==> config.mk <==
export PLATFORM = sky130hd
export DESIGN_NAME = tmr_irq_unit
export DESIGN_NICKNAME = d
export VERILOG_FILES = /design/src/rtl/tmr_irq_pkg.sv /design/src/rtl/tmr_irq_regif.sv /design/src/rtl/tmr_irq_enable.sv /design/src/rtl/tmr_irq_flag.sv /design/src/rtl/tmr_irq_unit.sv
export SDC_FILE = /design/constraint.sdc
export NUM_CORES = 1
export LEC_CHECK = 0
export BUFFER_PORTS_ARGS = -buffer_cell sky130_fd_sc_hd__buf_2
export CAP_MARGIN = 5
export CORE_ASPECT_RATIO = 1.2
export CORE_MARGIN = 2
export CORE_UTILIZATION = 34
export CTS_CLUSTER_SIZE = 24
export DETAILED_ROUTE_END_ITERATION = 8
export PLACE_DENSITY = 0.66
export SYNTH_ARGS = -nofsm -noshare
export SYNTH_HDL_FRONTEND = slang
export SYNTH_SLANG_ARGS = --single-unit
==> constraint.sdc <==
create_clock -name clk -period 4 [get_ports clk]
set_input_delay 1 -clock clk [delete_from_list [all_inputs] [get_ports clk]]
set_output_delay 1 -clock clk [all_outputs]
set_load 0.03 [all_outputs]
==> src/rtl/tmr_irq_pkg.sv <==
package tmr_irq_pkg;
  localparam int unsigned NUM_FLAGS = 7;
  localparam int unsigned DATA_W    = 32;
  localparam int unsigned ADDR_W    = 12;

  localparam logic [ADDR_W-1:0] OFF_STATUS = 12'h000;
  localparam logic [ADDR_W-1:0] OFF_CLEAR  = 12'h004;
  localparam logic [ADDR_W-1:0] OFF_ENABLE = 12'h008;

  typedef enum int unsigned {
    FL_CMP_HIT  = 0,
    FL_RLD_HIT  = 1,
    FL_TRIG     = 2,
    FL_CMP_DONE = 3,
    FL_RLD_DONE = 4,
    FL_DIR_UP   = 5,
    FL_DIR_DOWN = 6
  } flag_idx_e;
endpackage

==> src/rtl/tmr_irq_regif.sv <==
module tmr_irq_regif
  import tmr_irq_pkg::*;
#(
  parameter int unsigned N  = NUM_FLAGS,
  parameter int unsigned DW = DATA_W,
  parameter int unsigned AW = ADDR_W
) (
  input  logic [AW-1:0] addr_i,
  input  logic [DW-1:0] wdata_i,
  input  logic          we_i,
  input  logic [N-1:0]  status_i,
  input  logic [N-1:0]  enable_i,
  output logic [N-1:0]  clr_stb_o,
  output logic          en_wr_o,
  output logic [N-1:0]  en_wdata_o,
  output logic [DW-1:0] rdata_o
);
  localparam int unsigned PADW = DW - N;

  logic sel_status, sel_clear, sel_enable;
  logic unused_wdata_hi;

  assign unused_wdata_hi = ^wdata_i[DW-1:N];

  always_comb begin
    sel_status = (addr_i == OFF_STATUS);
    sel_clear  = (addr_i == OFF_CLEAR);
    sel_enable = (addr_i == OFF_ENABLE);
  end

  // write decode: status word is read-only, clear word is write-one-to-clear
  always_comb begin
    clr_stb_o  = (we_i && sel_clear) ? wdata_i[N-1:0] : '0;
    en_wr_o    = we_i && sel_enable;
    en_wdata_o = wdata_i[N-1:0];
  end

  // read mux: clear word reads as zero, upper bits zero
  always_comb begin
    rdata_o = '0;
    if (sel_status)      rdata_o = {{PADW{1'b0}}, status_i};
    else if (sel_enable) rdata_o = {{PADW{1'b0}}, enable_i};
  end
endmodule

==> src/rtl/tmr_irq_enable.sv <==
module tmr_irq_enable
  import tmr_irq_pkg::*;
#(
  parameter int unsigned N = NUM_FLAGS
) (
  input  logic         clk,
  input  logic         rst_n,
  input  logic         wr_i,
  input  logic         lock_i,
  input  logic [N-1:0] wdata_i,
  output logic [N-1:0] en_o
);
  logic         en_ld;
  logic [N-1:0] en_q;

  always_comb begin
    en_ld = wr_i && !lock_i;
  end

  always_ff @(posedge clk or negedge rst_n) begin
    if (!rst_n)      en_q <= '0;
    else if (en_ld)  en_q <= wdata_i;
  end

  assign en_o = en_q;

  // enable word must not move on a write while the timer is active
  assert_enable_locked_R5: assert property (@(posedge clk) disable iff (!rst_n)
    (wr_i && lock_i) |=> $stable(en_q));

  // an accepted write lands exactly
  assert_enable_loads_R5: assert property (@(posedge clk) disable iff (!rst_n)
    (wr_i && !lock_i) |=> (en_q == $past(wdata_i)));
endmodule

==> src/rtl/tmr_irq_flag.sv <==
module tmr_irq_flag (
  input  logic clk,
  input  logic rst_n,
  input  logic set_i,
  input  logic clr_i,
  input  logic en_i,
  output logic flag_o,
  output logic cause_o,
  output logic cause_nxt_o
);
  logic flag_q, flag_d;
  logic cause_q, cause_d;

  // next state: set dominates clear; cause arms only when enable was already on
  always_comb begin
    flag_d  = flag_q;
    cause_d = cause_q;
    if (set_i) begin
      flag_d = 1'b1;
      if (en_i) cause_d = 1'b1;
    end else if (clr_i) begin
      flag_d  = 1'b0;
      cause_d = 1'b0;
    end
  end

  always_ff @(posedge clk or negedge rst_n) begin
    if (!rst_n) begin
      flag_q  <= 1'b0;
      cause_q <= 1'b0;
    end else begin
      flag_q  <= flag_d;
      cause_q <= cause_d;
    end
  end

  assign flag_o      = flag_q;
  assign cause_o     = cause_q;
  assign cause_nxt_o = cause_d;

  // a set pulse always leaves the flag set, even against a clear
  assert_set_wins_R4: assert property (@(posedge clk) disable iff (!rst_n)
    set_i |=> flag_q);

  // a clear without a set leaves the flag low
  assert_clear_takes_R3: assert property (@(posedge clk) disable iff (!rst_n)
    (clr_i && !set_i) |=> !flag_q);

  // a flag holding the interrupt is itself still set
  assert_cause_has_flag_R8: assert property (@(posedge clk) disable iff (!rst_n)
    cause_q |-> flag_q);

  // a late enable alone never arms the cause
  assert_late_enable_R7: assert property (@(posedge clk) disable iff (!rst_n)
    (!set_i && !cause_q) |=> !cause_q);
endmodule

==> src/rtl/tmr_irq_unit.sv <==
module tmr_irq_unit
  import tmr_irq_pkg::*;
#(
  parameter int unsigned N  = NUM_FLAGS,
  parameter int unsigned DW = DATA_W,
  parameter int unsigned AW = ADDR_W,
  parameter int unsigned TRIG_BIT = FL_TRIG
) (
  input  logic          clk,
  input  logic          rst_n,
  input  logic [N-1:0]  evt_i,
  input  logic          trig_ignore_i,
  input  logic          tmr_active_i,
  input  logic [AW-1:0] reg_addr_i,
  input  logic [DW-1:0] reg_wdata_i,
  input  logic          reg_we_i,
  output logic [DW-1:0] reg_rdata_o,
  output logic          irq_o
);
  logic [N-1:0] set_ev;
  logic [N-1:0] clr_stb;
  logic [N-1:0] en_q;
  logic [N-1:0] en_wdata;
  logic         en_wr;
  logic [N-1:0] flag_q;
  logic [N-1:0] cause_q;
  logic [N-1:0] cause_d;
  logic         irq_q, irq_d;

  // event qualification: an ignored trigger never reaches its flag
  always_comb begin
    set_ev           = evt_i;
    set_ev[TRIG_BIT] = evt_i[TRIG_BIT] && !trig_ignore_i;
  end

  tmr_irq_regif #(.N(N), .DW(DW), .AW(AW)) u_regif (
    .addr_i     (reg_addr_i),
    .wdata_i    (reg_wdata_i),
    .we_i       (reg_we_i),
    .status_i   (flag_q),
    .enable_i   (en_q),
    .clr_stb_o  (clr_stb),
    .en_wr_o    (en_wr),
    .en_wdata_o (en_wdata),
    .rdata_o    (reg_rdata_o)
  );

  tmr_irq_enable #(.N(N)) u_enable (
    .clk     (clk),
    .rst_n   (rst_n),
    .wr_i    (en_wr),
    .lock_i  (tmr_active_i),
    .wdata_i (en_wdata),
    .en_o    (en_q)
  );

  for (genvar g = 0; g < N; g++) begin : g_flag
    tmr_irq_flag u_flag (
      .clk         (clk),
      .rst_n       (rst_n),
      .set_i       (set_ev[g]),
      .clr_i       (clr_stb[g]),
      .en_i        (en_q[g]),
      .flag_o      (flag_q[g]),
      .cause_o     (cause_q[g]),
      .cause_nxt_o (cause_d[g])
    );
  end

  always_comb begin
    irq_d = |cause_d;
  end

  always_ff @(posedge clk or negedge rst_n) begin
    if (!rst_n) irq_q <= 1'b0;
    else        irq_q <= irq_d;
  end

  assign irq_o = irq_q;

  // interrupt rises only after an enabled set pulse
  assert_irq_rise_cause_R6: assert property (@(posedge clk) disable iff (!rst_n)
    $rose(irq_q) |-> $past(|(set_ev & en_q)));

  // an enabled set pulse raises the line on the next edge
  assert_irq_follows_R6: assert property (@(posedge clk) disable iff (!rst_n)
    (|(set_ev & en_q)) |=> irq_q);

  // interrupt never drops while a causing flag remains
  assert_irq_hold_R8: assert property (@(posedge clk) disable iff (!rst_n)
    (irq_q && !(|(cause_q & ~clr_stb))) || !irq_q || $stable(irq_q) || 1'b1
      ? ((|cause_q) == irq_q) : 1'b1);

  // ignored trigger leaves a clear trigger flag clear
  assert_trig_ignored_R9: assert property (@(posedge clk) disable iff (!rst_n)
    (evt_i[TRIG_BIT] && trig_ignore_i && !flag_q[TRIG_BIT]) |=> !flag_q[TRIG_BIT]);

  // immediately out of reset nothing is pending
  assert_reset_quiet_R1: assert property (@(posedge clk)
    !rst_n |=> (flag_q == '0 && en_q == '0 && !irq_q) || !rst_n);
endmodule

### After elaboration in Yosys (flattened, before gate mapping)

Cells that the tools add are included.

| word-level totals | value |
|---|---|
| register bits | 22 |
| input bits | 56 |
| logic and storage cells | 71 |
| output and inout bits | 33 |

| operators by class | value |
|---|---|
| eq/ne operators | 2 |
| reductions and logical operators | 15 |
| muxes and demuxes | 38 |

Operators by type and width:

| operator | number |
|---|---|
| 1-bit two-way mux | 35 |
| 32-bit two-way mux | 1 |
| 7-bit two-way mux | 2 |
| 2-bit nonzero test | 7 |
| 12-bit by 3-bit equality test with 1-bit output (second input constant) | 1 |
| 12-bit by 4-bit equality test with 1-bit output (second input constant) | 1 |
| 12-bit logical NOT | 1 |
| 7-bit OR reduction | 1 |
| 1-bit logical AND | 4 |
| 1-bit logical NOT | 2 |

### Longest topological paths before layout

| logic depth | value |
|---|---|
| depth in word-level cells | 6 |
| depth in mapped cells | 6 |
| gate-level depth less buffers | 5 |

### Hierarchy

Synthesis repeated with hierarchy kept, for this count alone.

| unflattened totals | value |
|---|---|
| cell total of the unflattened synthesis | 147 |
| area total of the unflattened synthesis | 1435.1 µm² |

By module, submodules not included:

| module | cells an instance | times used | sequential area each (µm²) | area an instance (µm²) |
|---|---|---|---|---|
| tmr_irq_regif | 77 | 1 | 0.0 | 575.6 |
| tmr_irq_flag | 7 | 7 | 50.0 | 72.6 |
| tmr_irq_enable | 16 | 1 | 175.2 | 305.3 |
| tmr_irq_unit | 5 | 1 | 25.0 | 46.3 |

### Least setup slack after synthesis

OpenSTA, ideal clock, no wires.

| timing path | value |
|---|---|
| kind | input -> output |
| start point | input port reg_addr_i[11] |
| end point | output port reg_rdata_o[0] |
| required time | 3000 ps |
| buffers on the path | 0 |
| stages | 4 |
| data arrival time | 2773 ps |
| setup slack | 227 ps |
| cells stage by stage | or4_4 -> or3_4 -> nor3_1 -> a22o_1 |

| between the ends | value |
|---|---|
| longest elaborated chain between the ends | 3 |
| elaborated cells on any way between the ends | 4 |
| those cells by class | 1 x eq/ne; 2 x mux; 1 x reduce/logical |

Ends and longest elaborated chain:

| what | line | text |
|---|---|---|
| start: declaration | tmr_irq_unit.sv:14 | `input logic [AW-1:0] reg_addr_i,` |
| 12-bit by 4-bit equality test with 1-bit output | tmr_irq_regif.sv:28 | `sel_enable = (addr_i == OFF_ENABLE);` |
| 7-bit two-way mux | tmr_irq_regif.sv:42 | `else if (sel_enable) rdata_o = {{PADW{1'b0}}, enable_i};` |
| 32-bit two-way mux * | tmr_irq_regif.sv:41 | `if (sel_status) rdata_o = {{PADW{1'b0}}, status_i};` |
| end: declaration | tmr_irq_unit.sv:17 | `output logic [DW-1:0] reg_rdata_o,` |

Every way passes the cells marked *; elsewhere a longest branch is shown, timed or not.

### Final worst setup path

Same ends and word-level chain as after synthesis.

==> results.md <==
- Simple-Gate Fraction of Synth Area: between 10% and 20%
- Synth Area in Compound Gates: 13.7%
- Worst path arrival time: roughly 2.8 ns
- Post-Synth XOR/XNOR Area: 0%
- Vias in the first global route: a little under 900
- Main combinational cell family by area after synthesis: buffers and inverters
- First-pass DRT Iterations: 4
- DRC: 0
- Largest net degree at the start of global routing: 23
- Endpoints failing setup: 0
- Unique masters post-synth: 25
- GPL Wtd Cong: 0.683
- Slew @ Worst Pin: 0.739 ns
- CTS resizes: 0
- Initial antenna violation count: 0
- Reg clk slew, reported paths: 0.07 ns
- CTS tree: done
- DR WL/cell: 12.4 µm
- Final period utilization: about 95%
- Total of max-cap violations: 0
- Critical path fanouts, max: 8
- Via density: 4.67
- Pwr Density: around 340 mW/mm²
- Share of total power in sequential cells: a little under half
- Wire length of the first global-routing pass: 3.97 mm
- Nets: roughly 220
- Clock Tree Buf Depth: 2
- Leading area contributor after synthesis: dfrtp_1
- Clock latency on the worst-skew pair: 0.27 ns
- Synth cell count leaders: buf_4, dfrtp_1, nand2_1
- Die area: 0.00403 mm²
- Final instance area: 0.00144 mm²
- Setup TNS: 0 ns
- Critical path startpoint: reg_addr_i[11]
- Final cell utilization of the core: 42.7%
- Post-DP HPWL: 1.91 mm
- CTS root buffer: clkbuf_8
- Htree depth: 1
- Worst IR Drop VDD: 0.000193 V
- Cts hold-fix bufs: 0
- Period minus WS final: around 3.8 ns
- Synth Area in Adders: 0%
- Sequential-to-total area share from yosys stat: 45.8%
- Final Hold Vio Count: 0
- Worst Path Required: 3.00 ns
- Worst min-delay path class: reg -> reg
- Global-route usage over all layers: about 13%
- Setup Buffers After CTS: 0
- Number of synthesized flops with an enable pin: 0
- Clock Power Share: about two fifths
- Post-Route Skew: 0.00436 ns
- Max-slew violations: 0
- RR Startpoint: u_enable.en_o[6]$_DFFE_PN0P_
- Syn Std Cell Area: 0.00120 mm²
- Drt first-iter violations: 15
- Dpl cells: 192
- Worst setup EP type: output port
- Ports: 89
- Number of inserted diodes: 0
- Fmax: 264 MHz
- RSZ-0062 raised after global routing: false
- Pleak: 0.755 nW
- DR vias: 916
- Crit Path Category: in -> out
- Net load switching power: around 0.12 mW
- CTS Buf Count: 3
- Main area contributors after synthesis: dfrtp_1, buf_4, mux2_2
- Yosys warns: 0
- IO Port Bufs: 38
- Die width: 58.3 µm
- Gate power share: around an eighth
- Cells after Synth: 116
- Core ar.: 0.00337 mm²
- Most frequent cell after synthesis: buf_4
- End of the critical path: reg_rdata_o[0]
- Worst R2R Path Depth: 4
- Non-Filler Instances: slightly below 200
- Ys flop type: dfrtp_1
- Final wirelength: 2.44 mm
- Area growth, synth to finish: 19.5%
- Max_slew headroom: 50.3%
- R2R Path End: irq_o$_DFF_PN0_
- Starting Density: 35.7%
- Async SR Flop Fraction: 100%
- P_int: 0.373 mW
- Layout cells sized above 1: 37.7%
- Switching Fraction: 24.4%
- Clk sinks: 22
- Critical Path Source Type: input port
- Pwr Total: approximately 0.5 mW
- GRT Residual Overflow: 0
- Die Y: just under 70 µm
- Mux cell area share after synthesis: 6.56%
- Average cell area after synthesis: 10.4 µm²
- Area share of the largest cell type after synthesis: 45.8%
- Antenna-violating nets left: 0
- R2R setup slack: 2.80 ns
- Yosys reg bits: 22
- Dpl cell area: 0.00137 mm²
- # rows: 23
- Run status: completed
logic make-up (layout without fill, tap and decap cells):
family	after synthesis	after routing
compound gates	24	24
buf+inv	30	49
flops	22	22
mux	7	7
other cells	1	25
simple gates	32	32
routing by layer:
layer	track usage (%)	vias up	wire (µm)	part of all wire, %
li1	-	439	-	-
met1	16.7	419	966	40
met2	20.7	55	1230	50
met3	2.06	3	209	8.6
met4	5.43	0	35	1.4
met5	0	-	0	0
state kept, by name (all words and copies together), names as in the netlist:
signal and count:
g_flag.u_flag.cause_o 7, g_flag.u_flag.flag_o 7, irq_o 1, u_enable.en_o 7
cells in the final DEF (no fill, tap or decap):
| master | n |
|---|---|
| buf_2 | 38 |
| nor3_1 | 1 |
| nor2_1 | 3 |
| nor4_1 | 1 |
| nand2_1 | 16 |
| nor3b_4 | 1 |
| conb_1 | 25 |
| mux2_2 | 7 |
| bufinv_16 | 1 |
| a21oi_1 | 7 |
| a22o_1 | 7 |
| a21o_1 | 3 |
| nand3b_1 | 1 |
| or4_4 | 2 |
| o21ai_0 | 1 |
| clkbuf_8 | 3 |
| dfrtp_1 | 22 |
| buf_4 | 3 |
| or2_2 | 1 |
| o211ai_1 | 1 |
| inv_1 | 4 |
| or3b_2 | 1 |
| nor4_2 | 1 |
| nand3b_4 | 1 |
| or3_4 | 1 |
| o41ai_1 | 1 |
| nor2b_1 | 2 |
| a31oi_1 | 4 |
power groups by stage:
stage	combinational, mW	sequential (mW)	clock, mW
2_1_floorplan	0.0577	0.229	0
3_3_place_gp	0.0612	0.229	0
3_5_place_dp	0.0628	0.229	0
4_1_cts	0.0628	0.225	0.210
5_1_grt	0.0683	0.225	0.220
6_report	0.0627	0.225	0.206
critical path: stages:
cell,delay (ns)
buf_2,0.09
or4_4,0.54
or3_4,0.42
nor3b_4,0.18
buf_4,0.20
a22o_1,0.15
buf_2,0.19
final cells by class:
class / instances / area [µm²]
sequential: 22 / 551
multi-input combinational: 88 / 541
timing repair buffer: 41 / 213
fill: 345 / 1930
clock buffer: 3 / 41.3
inverter: 4 / 15.0
clock inverter: 1 / 30.0
tap: 37 / 46.3
worst min path at each step:
stage / startpoint / end / slack [ns] / cells after the start
after floorplan: g_flag[0].u_flag.flag_o$_DFFE_PN0P_ / g_flag[0].u_flag.flag_o$_DFFE_PN0P_ / 0.44 / 2
after global placement: g_flag[0].u_flag.flag_o$_DFFE_PN0P_ / g_flag[0].u_flag.flag_o$_DFFE_PN0P_ / 0.46 / 2
after detailed placement: g_flag[6].u_flag.flag_o$_DFFE_PN0P_ / g_flag[6].u_flag.flag_o$_DFFE_PN0P_ / 0.46 / 2
after CTS: g_flag[6].u_flag.flag_o$_DFFE_PN0P_ / g_flag[6].u_flag.flag_o$_DFFE_PN0P_ / 0.48 / 2
after global routing: g_flag[4].u_flag.flag_o$_DFFE_PN0P_ / g_flag[4].u_flag.flag_o$_DFFE_PN0P_ / 0.52 / 2
final: g_flag[4].u_flag.flag_o$_DFFE_PN0P_ / g_flag[4].u_flag.flag_o$_DFFE_PN0P_ / 0.48 / 2
metrics by stage:
step | hold slack (ns) | setup WS [ns]
after detailed placement | 0.461 | 0.210
after CTS | 0.481 | 0.203
after global placement | 0.456 | 0.210
after global routing | 0.516 | 0.136
final | 0.481 | 0.212
after floorplan | 0.444 | 0.227
(Power assumes the default switching activity.)
